===== config.mk =====
export PLATFORM = sky130hd
export DESIGN_NAME = adc_mux_seq
export DESIGN_NICKNAME = d
export VERILOG_FILES = /design/src/rtl/adc_seq_pkg.sv /design/src/rtl/adc_seq_rst.sv /design/src/rtl/adc_seq_fsm.sv /design/src/rtl/adc_seq_wr.sv /design/src/rtl/adc_seq_chop.sv /design/src/rtl/adc_mux_seq.sv
export SDC_FILE = /design/constraint.sdc
export NUM_CORES = 1
export LEC_CHECK = 0
export ABC_CLOCK_PERIOD_IN_PS = 1400
export BUFFER_PORTS_ARGS = -buffer_cell sky130_fd_sc_hd__buf_2
export CORE_ASPECT_RATIO = 0.6
export CORE_MARGIN = 5
export CORE_UTILIZATION = 53
export CTS_BUF_LIST = sky130_fd_sc_hd__clkbuf_4 sky130_fd_sc_hd__clkbuf_8
export DETAILED_ROUTE_END_ITERATION = 8
export PLACE_DENSITY = 0.95
export SKIP_CTS_REPAIR_TIMING = 1
export SYNTH_ARGS = -nofsm -noshare
export SYNTH_HDL_FRONTEND = slang
export SYNTH_SLANG_ARGS = --single-unit

===== constraint.sdc =====
create_clock -name clk -period 1.4 [get_ports clk]
set_input_delay 0.28 -clock clk [delete_from_list [all_inputs] [get_ports clk]]
set_output_delay 0.28 -clock clk [all_outputs]
set_load 0.02 [all_outputs]

===== src/rtl/adc_seq_pkg.sv =====
package adc_seq_pkg;

  typedef enum logic [1:0] {
    ST_IDLE = 2'd0,
    ST_CONV = 2'd1,
    ST_HOLD = 2'd2
  } seq_state_t;

  localparam int SEQ_NUM_CH    = 7;
  localparam int LOW_GROUP_CNT = 4;
  localparam int HIGH_GROUP_BASE = 9;

  // channel index to result slot: first group packed from zero, second group offset
  function automatic int slot_of(input int idx);
    if (idx < LOW_GROUP_CNT) return idx;
    else return idx - LOW_GROUP_CNT + HIGH_GROUP_BASE;
  endfunction

endpackage


===== src/rtl/adc_seq_rst.sv =====
module adc_seq_rst (
  input  logic clk,
  input  logic rst_n,
  output logic rst_sync_n
);

  logic meta_q;
  logic sync_q;

  always_ff @(posedge clk or negedge rst_n) begin
    if (!rst_n) begin
      meta_q <= 1'b0;
      sync_q <= 1'b0;
    end else begin
      meta_q <= 1'b1;
      sync_q <= meta_q;
    end
  end

  assign rst_sync_n = sync_q;

endmodule


===== src/rtl/adc_seq_fsm.sv =====
module adc_seq_fsm
  import adc_seq_pkg::*;
#(
  parameter int NUM_CH  = 7,
  parameter int CH_W    = 3,
  parameter int LEN_W   = 2,
  parameter int MAX_LEN = 2
) (
  input  logic             clk,
  input  logic             rst_n,
  input  logic             slow_tick,
  input  logic [LEN_W-1:0] len_sel,
  input  logic             fir_done,
  output logic [CH_W-1:0]  chan_o,
  output logic             start_o,
  output logic             wrap_o,
  output logic             accept_o
);

  localparam int CNT_W = LEN_W;
  localparam logic [CH_W-1:0]  LAST_CH = CH_W'(NUM_CH - 1);
  localparam logic [CNT_W-1:0] CNT_SAT = {CNT_W{1'b1}};

  seq_state_t       state_q, state_d;
  logic [CH_W-1:0]  chan_q, chan_d;
  logic [CNT_W-1:0] cnt_q, cnt_d;
  logic             start_q, start_d;
  logic             chan_en, cnt_en;
  logic [LEN_W-1:0] len_eff;

  assign len_eff = (len_sel > LEN_W'(MAX_LEN)) ? LEN_W'(MAX_LEN) : len_sel;

  always_comb begin
    state_d  = state_q;
    chan_d   = chan_q;
    cnt_d    = cnt_q;
    start_d  = 1'b0;
    chan_en  = 1'b0;
    cnt_en   = 1'b0;
    wrap_o   = 1'b0;
    accept_o = 1'b0;
    unique case (state_q)
      ST_IDLE: begin
        if (slow_tick) begin
          state_d = ST_CONV;
          chan_d  = '0;
          chan_en = 1'b1;
          cnt_d   = '0;
          cnt_en  = 1'b1;
          start_d = 1'b1;
        end
      end
      ST_CONV: begin
        if (slow_tick && (cnt_q != CNT_SAT)) begin
          cnt_d  = cnt_q + 1'b1;
          cnt_en = 1'b1;
        end
        if (fir_done) begin
          state_d  = ST_HOLD;
          accept_o = 1'b1;
        end
      end
      ST_HOLD: begin
        if (slow_tick) begin
          if (cnt_q >= CNT_W'(len_eff)) begin
            state_d = ST_CONV;
            chan_en = 1'b1;
            cnt_d   = '0;
            cnt_en  = 1'b1;
            start_d = 1'b1;
            if (chan_q == LAST_CH) begin
              chan_d = '0;
              wrap_o = 1'b1;
            end else begin
              chan_d = chan_q + 1'b1;
            end
          end else if (cnt_q != CNT_SAT) begin
            cnt_d  = cnt_q + 1'b1;
            cnt_en = 1'b1;
          end
        end
      end
      default: state_d = ST_IDLE;
    endcase
  end

  always_ff @(posedge clk or negedge rst_n) begin
    if (!rst_n) begin
      state_q <= ST_IDLE;
      chan_q  <= '0;
      cnt_q   <= '0;
      start_q <= 1'b0;
    end else begin
      state_q <= state_d;
      start_q <= start_d;
      if (chan_en) chan_q <= chan_d;
      if (cnt_en)  cnt_q  <= cnt_d;
    end
  end

  assign chan_o  = chan_q;
  assign start_o = start_q;

endmodule


===== src/rtl/adc_seq_wr.sv =====
module adc_seq_wr
  import adc_seq_pkg::*;
#(
  parameter int NUM_CH = 7,
  parameter int CH_W   = 3,
  parameter int DATA_W = 16,
  parameter int SHIFT  = 8,
  parameter int ADDR_W = 8
) (
  input  logic                    clk,
  input  logic                    rst_n,
  input  logic                    accept,
  input  logic [CH_W-1:0]         chan,
  input  logic [DATA_W-1:0]       fir_data,
  output logic                    ram_we,
  output logic [ADDR_W-1:0]       ram_addr,
  output logic [DATA_W+SHIFT-1:0] ram_wdata
);

  localparam int SLOTS = 1 << CH_W;
  localparam int WD_W  = DATA_W + SHIFT;

  logic [ADDR_W-1:0] slot_rom [SLOTS];

  for (genvar g = 0; g < SLOTS; g++) begin : g_slot
    if (g < NUM_CH) begin : g_used
      assign slot_rom[g] = ADDR_W'(slot_of(g));
    end else begin : g_spare
      assign slot_rom[g] = '0;
    end
  end

  logic              we_q, we_d;
  logic [ADDR_W-1:0] addr_q, addr_d;
  logic [WD_W-1:0]   data_q, data_d;

  always_comb begin
    we_d   = accept;
    addr_d = slot_rom[chan];
    data_d = {fir_data, {SHIFT{1'b0}}};
  end

  always_ff @(posedge clk or negedge rst_n) begin
    if (!rst_n) begin
      we_q   <= 1'b0;
      addr_q <= '0;
      data_q <= '0;
    end else begin
      we_q <= we_d;
      if (accept) begin
        addr_q <= addr_d;
        data_q <= data_d;
      end
    end
  end

  assign ram_we    = we_q;
  assign ram_addr  = addr_q;
  assign ram_wdata = data_q;

endmodule


===== src/rtl/adc_seq_chop.sv =====
module adc_seq_chop (
  input  logic       clk,
  input  logic       rst_n,
  input  logic       wrap,
  input  logic [1:0] mode,
  output logic       chop_pol
);

  logic tog_q, tog_d;

  always_comb begin
    tog_d = ~tog_q;
  end

  always_ff @(posedge clk or negedge rst_n) begin
    if (!rst_n) begin
      tog_q <= 1'b0;
    end else if (wrap) begin
      tog_q <= tog_d;
    end
  end

  // mode[1] set: follow the per-pass toggle; otherwise mode[0] is a fixed polarity
  assign chop_pol = mode[1] ? tog_q : mode[0];

endmodule


===== src/rtl/adc_mux_seq.sv =====
module adc_mux_seq
  import adc_seq_pkg::*;
#(
  parameter int DATA_W = 16,
  parameter int SHIFT  = 8,
  parameter int ADDR_W = 8,
  parameter int LEN_W  = 2
) (
  input  logic                    clk,
  input  logic                    rst_n,
  input  logic                    slow_tick,
  input  logic [LEN_W-1:0]        len_sel,
  input  logic [1:0]              chop_mode,
  input  logic                    fir_done,
  input  logic [DATA_W-1:0]       fir_data,
  output logic                    fir_start,
  output logic [2:0]              mux_sel,
  output logic                    ram_we,
  output logic [ADDR_W-1:0]       ram_addr,
  output logic [DATA_W+SHIFT-1:0] ram_wdata,
  output logic                    chop_pol
);

  localparam int NUM_CH  = SEQ_NUM_CH;
  localparam int CH_W    = $clog2(NUM_CH);
  localparam int MAX_LEN = 2;

  logic            rst_sync_n;
  logic [CH_W-1:0] chan;
  logic            wrap;
  logic            accept;

  adc_seq_rst u_rst (
    .clk        (clk),
    .rst_n      (rst_n),
    .rst_sync_n (rst_sync_n)
  );

  adc_seq_fsm #(
    .NUM_CH  (NUM_CH),
    .CH_W    (CH_W),
    .LEN_W   (LEN_W),
    .MAX_LEN (MAX_LEN)
  ) u_fsm (
    .clk       (clk),
    .rst_n     (rst_sync_n),
    .slow_tick (slow_tick),
    .len_sel   (len_sel),
    .fir_done  (fir_done),
    .chan_o    (chan),
    .start_o   (fir_start),
    .wrap_o    (wrap),
    .accept_o  (accept)
  );

  adc_seq_wr #(
    .NUM_CH (NUM_CH),
    .CH_W   (CH_W),
    .DATA_W (DATA_W),
    .SHIFT  (SHIFT),
    .ADDR_W (ADDR_W)
  ) u_wr (
    .clk       (clk),
    .rst_n     (rst_sync_n),
    .accept    (accept),
    .chan      (chan),
    .fir_data  (fir_data),
    .ram_we    (ram_we),
    .ram_addr  (ram_addr),
    .ram_wdata (ram_wdata)
  );

  adc_seq_chop u_chop (
    .clk      (clk),
    .rst_n    (rst_sync_n),
    .wrap     (wrap),
    .mode     (chop_mode),
    .chop_pol (chop_pol)
  );

  assign mux_sel = 3'(chan);

endmodule


# [Yosys cells after proc, flatten, opt, wreduce, memory -nomap -nowiden]
# Memories as Yosys holds them, arrays and structs flattened. A register that Yosys moved wholly into a read port is not among the register bits.
# Index checks and enable logic that the tools add are counted.
[totals] mem_bits_ro=64 elab_cells=67 reg_bits=28 inputBits=24 n_memories=1
[memory_table] memory="(name not given)" depth=8 width=8 rd=1 rd_ports_with_merged_regs=1 wr=0 line_no="adc_seq_wr.sv:39" source="addr_d = slot_rom[chan];"
[op_classes] muxes=33 n_reduce_logical=8 bitwise=2 n_eq_ne=10 n_addsub=2 magnitude_cmp=2
[ops] operator="$mux W2" count=10
[ops] operator="$mux W1" count=14
[ops] operator="$mux W3" count=4
[ops] operator="$pmux W2 S3" count=2
[ops] operator="$ne A2 B2 Y1 const B" count=4
[ops] operator="$pmux W3 S2" count=1
[ops] operator="$reduce_and A6 Y1" count=1
[ops] operator="$reduce_and A5 Y1" count=1
[ops] operator="$ne A2 B1 Y1 const B" count=2
[ops] operator="$not A3 Y4" count=1
[ops] operator="$reduce_and A4 Y1" count=1
[ops] operator="$add A3 B1 Y3 const B" count=1
[ops] operator="$eq A3 B3 Y1 const B" count=1
[ops] operator="$ne A3 B1 Y1 const B" count=1
[ops] operator="$pmux W1 S3" count=1
[ops] operator="$reduce_bool A3 Y1" count=1
[ops] operator="$add A2 B1 Y2 const B" count=1
[ops] operator="$eq A2 B1 Y1 const B" count=1
[ops] operator="$eq A2 B2 Y1 const B" count=1
[ops] operator="$ge A2 B2 Y1" count=1
[ops] operator="$gt A2 B2 Y1 const B" count=1
[ops] operator="$logic_not A2 Y1" count=1
[ops] operator="$pmux W1 S2" count=1
[ops] operator="$reduce_bool A2 Y1" count=1
[ops] operator="3 further kinds" count=3

# [Depth between registers and ports, before layout]
# Gate-level depths: netlist of run 1.
[depth] ltp_word=7 depth_mapped=6

# [Cells and area by module]
# From an unflattened synthesis of run 1, not the netlist that was laid out.
[unflattened] cells_unflattened=137 hier_area_um2=1621.6
[modules_own_cells] module="adc_seq_wr" cells_each=67 area_each_um2=907.1 instances=1
[modules_own_cells] module="adc_seq_fsm" cells_each=64 area_each_um2=611.8 instances=1
[modules_own_cells] module="adc_seq_rst" cells_each=3 area_each_um2=53.8 instances=1
[modules_own_cells] module="adc_seq_chop" cells_each=3 area_each_um2=48.8 instances=1

# [Worst setup path after synthesis of run 1]
# OpenSTA, ideal clock, no wires.
[synth_path] path_type="flip-flop to flip-flop" startpoint="register u_fsm.state_q[0]" endpoint="register u_fsm.cnt_q[0]" synth_period_minus_slack_ps=1619 path_stages_with_launch=7 slack_ps=-219 n_path_buf=0 required_time_ps=1275 t_arrival_ps=1494 path_cell_list="dfrtp_1 inv_1 ha_1 or3_1 nand4b_1 a31oi_1 mux2_2"
[synth_between] elab_chain_len=3
[synth_lines] item="start: declaration" line_no="adc_seq_fsm.sv:24" source="seq_state_t state_q, state_d;"
[synth_lines] item="start signal: assignment" line_no="adc_seq_fsm.sv:94" source="state_q <= state_d;"
[synth_lines] item="$eq A2 B2 Y1, or another cell as far along" line_no="adc_seq_fsm.sv:42" source="unique case (state_q)"
[synth_lines] item="$pmux W1 S3, or another cell as far along" line_no="adc_seq_fsm.sv:42"
[synth_lines] item="$reduce_and A6 Y1 (no source line)"
[synth_lines] item="end signal: assignment" line_no="adc_seq_fsm.sv:97" source="if (cnt_en) cnt_q <= cnt_d;"
[synth_lines] item="end: declaration" line_no="adc_seq_fsm.sv:26" source="logic [CNT_W-1:0] cnt_q, cnt_d;"
# Parallel ways exist; a longest one is shown, timed or not.
# A chain may end at the register's enable or synchronous reset.

# [Final worst setup path of run 1]
[layout_path] startpoint="register u_fsm.state_q[0]" endpoint="register u_fsm.cnt_q[1]"
# Same word-level chain as after synthesis.

==> flow_summary.ini, run 1 <==
[yosys]
synth_top_area_share_pct = 50.1
synth-warning-count = 0
synthCells = 131
synth_cell_types = 26
yosys_register_bits = 31
syn_area_mm2 = 0.00155
synth_top_area_cell = dfrtp_1
synthTopCellsByArea = dfrtp_1 (50%), mux2_2 (16%), ha_1 (8.9%)
yosysSeqAreaShare_pct = 50.1
syn_avg_cell_area_um2 = 11.8

[sta]
fmax_mhz = 596
fin_crit_sh_pct = 120
finalMaxSlewViolations = 0
hold_ws_ps = 178
fin_ws_ps = -277
min_period_ps = 1680
rsz0062_at_grt = true
setup_viol_count_final = 9
tns_ps = -1750
clock_skew_ps = 6.76
finalHoldViolations = 0

[placement]
hpwl_um = 2720
dp_cells = 233
dp_slack_ps = -352
post_dp_cell_area_mm2 = 0.00198
io_buffer_count = 48
gp_congestion = 0.897

[route]
routed_wl_um = 4040
drtIter0Drc = 57
routed-via-count = 1272
route.detailed.drc = 0
postRouteAntennaNets = 0
drt_first_pass_iters = 4
wl_per_cell_um = 16.3
viasPerCell = 5.13

[worst_setup_path]
cp_max_fo = 4
crit_required_ps = 1570
startpoint_type = flip-flop
path_class = reg -> reg
crit_path_end_kind = flip-flop
arrival_ps = 1850

[cts]
cts_buffers = 5
cts_tree = done
clk_pin_slew_worst_paths_ps = 70
clock_path_buffers = 2
h-tree-depth = 2
cts-root-buf = clkbuf_8
clk-insertion-delay-late_ps = 290
clkSinkCount = 31

[global_routing]
grt_max_degree = 19
grtUsageTotal_pct = 18.0
grt_pass1_wl_um = 5460
antenna_found_initial = 0
grt_pass1_vias = 1185
grt-ovfl-total = 0

[floorplanning]
initial_core_util_pct = 54.7
die_area_mm2 = 0.00414
design.core.area_mm2 = 0.00283
placementRows = 15
die_x_um = 79.8
die_height_um = 51.9
pin_count = 62

[final_layout]
nNetsFinal = 240
area.growth.synth_to_final_pct = 42.8
fillers = 175
num_antenna_cells = 0
drive_gt1_share_pct = 57.8
finalCoreUtilization_pct = 78.1
stdcell_count = 248
final_area_mm2 = 0.00221

[power]
p_total_mw = 4.76
power_leakage_nw = 1.11
power_density_mw_per_mm2 = 2150
peakVddDrop_mv = 1.15

[outcome]
violations = negative setup slack
status = finished with violations

[min_path]
hp-class = reg -> async

[job]
timing.max_cap.violations = 0
[synth_stat cells]
cell type,instances
buf_4,13
nand2b_1,1
inv_2,1
conb_1,2
a211o_2,1
nor4b_1,1
xor2_1,1
inv_1,10
nand2_1,8
dfrtp_1,31
nand3_1,2
o21bai_1,2
nor2b_1,1
nand4b_1,1
ha_1,11
a31oi_1,3
buf_2,2
o21a_1,1
mux2_2,22
a211oi_1,1
o21ai_0,4
o211ai_1,1
nor2_1,4
or3_1,1
mux2i_1,3
a21oi_1,3
[logic make-up (layout without fill, tap and decap cells)]
kind of cell,count (synthesis),in the layout,synth area share (%)
AND/OR/NAND/NOR,19,19,5.90
flip-flops,31,31,50.1
adder cells (fa/ha/maj),11,11,8.89
AO/OA/AOI/OAI,16,16,6.54
XOR/XNOR,1,1,0.566
other,2,14,0.485
multiplexers,25,25,17.9
buffers and inverters,26,89,9.61
[sequential cells by signal (all words and copies together), names as in the netlist]
register          count
u_fsm.cnt_q           2
u_wr.ram_we           1
u_fsm.state_q         2
u_rst.meta_q          1
u_wr.ram_wdata       16
u_fsm.chan_o          3
u_fsm.start_o         1
u_chop.tog_q          1
u_wr.ram_addr         3
u_rst.rst_sync_n      1
[worst paths after layout]
| path | cells after the start | slack [ps] | to | start |
|---|---|---|---|---|
| worst max-delay path | 6 | -280 | u_fsm.cnt_q[1]$_DFFE_PN0P_ | u_fsm.state_q[0]$_DFFE_PN0P_ |
| worst min-delay path | 1 | 180 | u_wr.ram_wdata[8]$_DFFE_PN0P_ | u_rst.rst_sync_n$_DFF_PN0_ |
| worst max register to register | 6 | -280 | u_fsm.cnt_q[1]$_DFFE_PN0P_ | u_fsm.state_q[0]$_DFFE_PN0P_ |
| worst min register to register | 1 | 180 | u_wr.ram_wdata[8]$_DFFE_PN0P_ | u_rst.rst_sync_n$_DFF_PN0_ |
| max in group asynchronous | 1 | 970 | u_fsm.state_q[0]$_DFFE_PN0P_ | u_rst.rst_sync_n$_DFF_PN0_ |
| min in group clk | 2 | 220 | u_wr.ram_wdata[15]$_DFFE_PN0P_ | fir_data[7] |
[layer usage]
metal	vias up	wire length, µm	global-route usage, %	share of wire (%)
met4	0	142	6.74	3.5
met3	17	418	5.88	10
li1	569	-	-	-
met1	611	1600	21.8	40
met5	-	0	0	0
met2	75	1880	30.3	47
[layout by cell type (no fill, tap or decap), types with 2 or more instances in the layout]
cell type   netlist  final
mux2i_1           3      3
inv_1            10      7
a21oi_4           0      2
mux2_4            0      2
conb_1            2     14
ha_1             11      6
a31oi_1           3      2
mux2_2           22     20
dfrtp_1          31     29
buf_4            13     18
ha_4              0      4
clkbuf_8          0      5
nand2_1           8      7
buf_2             2     47
o21ai_1           0      2
dfrtp_2           0      2
o21bai_1          2      2
buf_6             0      2
clkinvlp_4        0      2
o21ai_0           4      2
nand3_1           2      2
nor2_1            4      3
inv_2             1      2
inv_4             0      2
[power by group]
part           internal [mW]  total [mW]  switching (mW)  leakage (nW)
Clock                  0.345       0.694           0.349        0.0402
Combinational           1.21        2.58            1.38         0.684
Sequential              1.26        1.48           0.223         0.383
Total                   2.81        4.76            1.95          1.11
[cell type report]
| class | count | area, µm² | share of cell area (%) |
|---|---|---|---|
| multi-input combinational | 86 | 798 | 36.1 |
| sequential | 31 | 778 | 35.2 |
| timing repair buffer | 70 | 448 | 20.2 |
| clock buffer | 5 | 68.8 | 3.11 |
| tap | 42 | 52.6 | 2.38 |
| inverter | 11 | 46.3 | 2.09 |
| clock inverter | 3 | 20.0 | 0.905 |
[worst max-delay path, cell delays in order, from the launching register on]
cell and delay (ps):
dfrtp_2 450, inv_4 90, ha_4 150, or3_1 110, nand4b_1 180, a31oi_4 220, mux2_2 350
Note: power is estimated with default switching activity, not from simulation.
==> run 2, diff against run 1 <==
--- a/config.mk
+++ b/config.mk
@@ -12,7 +12,8 @@
 export CORE_UTILIZATION = 53
 export CTS_BUF_LIST = sky130_fd_sc_hd__clkbuf_4 sky130_fd_sc_hd__clkbuf_8
 export DETAILED_ROUTE_END_ITERATION = 8
-export PLACE_DENSITY = 0.95
+export GPL_TIMING_DRIVEN = 0
+export PLACE_DENSITY = 0.86
 export SKIP_CTS_REPAIR_TIMING = 1
 export SYNTH_ARGS = -nofsm -noshare
 export SYNTH_HDL_FRONTEND = slang
==> run 2 against run 1 <==
Compared with the run above:
- cell count grew 3.2%
- the flow still finishes with violations (negative setup slack)
- sequential power is essentially flat
- wire length grew 0.67%
==> flow_summary.ini, run 2 (same netlist as run 1, synthesis figures left out) <==
[floorplanning]
placementRows = 15
pin_count = 62
die_area_mm2 = 0.00414
design.core.area_mm2 = 0.00283
die_x_um = 79.8
die_height_um = 51.9
initial_core_util_pct = 54.7

[worst_setup_path]
path_class = reg -> reg
arrival_ps = 1870
reg2reg_slack_ps = -300
crit_path_end_kind = flip-flop
crit_family = simple AND/OR/NAND/NOR gates
cp_max_fo = 7
worst-path-buf-inv = 1
startpoint_type = flip-flop
cp_cell_sequence = inv_2, ha_4, or3_1, nand4b_1, a31oi_2, mux2_4
reg2regPathDepth = 6
crit_path_top_delay_cell = dfrtp_1
critical_path_depth = 6
worst_path_largest_cell_delay_ps = 400
crit_required_ps = 1580

[final_layout]
num_antenna_cells = 0
mostFrequentLayoutCells = buf_2 (48), dfrtp_1 (29), buf_4 (25), mux2_2 (19), conb_1 (14)
largest_reg_flops = 16
mostFrequentLayoutCell = buf_2
final_area_mm2 = 0.00230
stdcell_count = 256
nNetsFinal = 248
area.growth.synth_to_final_pct = 48.5
fillers = 162
drive_gt1_share_pct = 58.9

[route]
routed-via-count = 1262
wl_per_cell_um = 15.9
postRouteAntennaNets = 0
routed_wl_um = 4070
drt_first_pass_iters = 4
drtIter0Drc = 75
route.detailed.drc = 0
viasPerCell = 4.93

[cts]
clock_path_buffers = 2
clkSinkCount = 31
h-tree-depth = 2
clk_pin_slew_worst_paths_ps = 70
cts_tree = done
cts-root-buf = clkbuf_8
cts_buffers = 5
clk-insertion-delay-late_ps = 290

[global_routing]
use_met2_pct = 29.6
grt_pass1_vias = 1188
gr-max-usage-layer = met2
use_met1_pct = 20.2
grt_max_degree = 30
grt-ovfl-total = 0
met3_usage_pct = 7.27
grt_pass1_wl_um = 5370
grtUsageTotal_pct = 18.1
antenna_found_initial = 0

[sta]
min_period_ps = 1700
tightest_slew_ps = 626
finalMaxSlewViolations = 0
fmax_mhz = 590
clock_skew_ps = 3.94
fin_ws_ps = -296
fin_crit_sh_pct = 121
rsz0062_at_grt = true
tns_ps = -1980
setup_viol_count_final = 25
maxSlewHeadroom_pct = 58.3
finalHoldViolations = 0
hold_ws_ps = 217

[placement]
hpwl_um = 2590
dp_cells = 233
gp_congestion = 0.685
post_dp_cell_area_mm2 = 0.00197
io_buffer_count = 48

[job]
timing.max_cap.violations = 0

[outcome]
violations = negative setup slack
status = finished with violations

[power]
power_density_mw_per_mm2 = 2160
peakVddDrop_mv = 1.43
power_leakage_nw = 1.19
p_total_mw = 4.97

[min_path]
min_path_cells = 2
hp-class = in -> reg
run 2: cell count changes in the layout (fill, tap and decap cells not counted), sizes merged:
cell and change:
buf +8, clkinvlp -2, bufinv +1, clkbuf +1
run 2: routing by layer:
metal,up-vias,share of wire [%]
met3,16,9.0
met4,0,3.6
met5,-,0
li1,579,-
met2,71,48
met1,596,39
run 2: final timing paths:
check / end / startpoint
worst min register to register: u_fsm.chan_o[0]$_DFFE_PN0P_ / u_rst.rst_sync_n$_DFF_PN0_
worst min-delay path: u_wr.ram_wdata[11]$_DFFE_PN0P_ / fir_data[3]
max in group asynchronous: u_fsm.state_q[1]$_DFFE_PN0P_ / u_rst.rst_sync_n$_DFF_PN0_
worst max-delay path: u_fsm.cnt_q[0]$_DFFE_PN0P_ / u_fsm.state_q[0]$_DFFE_PN0P_
worst max register to register: u_fsm.cnt_q[0]$_DFFE_PN0P_ / u_fsm.state_q[0]$_DFFE_PN0P_
min in group asynchronous: u_fsm.chan_o[0]$_DFFE_PN0P_ / u_rst.rst_sync_n$_DFF_PN0_
run 2: area by class of cell:
| type | count | area (µm²) | share of cell area, % |
|---|---|---|---|
| plain buffers | 15 | 124 | 5.39 |
| clock buffers | 6 | 82.6 | 3.59 |
| clock inverters | 2 | 35.0 | 1.52 |
| inverters | 11 | 43.8 | 1.90 |
| repair buffers | 63 | 377 | 16.4 |
| multi-input cells | 86 | 807 | 35.1 |
| well taps | 42 | 52.6 | 2.29 |
| flip-flops and latches | 31 | 778 | 33.8 |
run 2: metrics by stage:
step           setup slack [ps]  utilization (%)
6_report                   -296             81.1
3_3_place_gp               -270             69.4
2_1_floorplan              -159                -
3_5_place_dp               -357             69.4
5_1_grt                    -351             81.1
4_1_cts                    -315             73.5
run 2: power by group:
part	total [mW]	internal (mW)	switching (mW)	leakage, nW
sequential	1.49	1.25	0.234	0.383
combinational	2.56	1.21	1.35	0.743
clock	0.922	0.575	0.347	0.0612
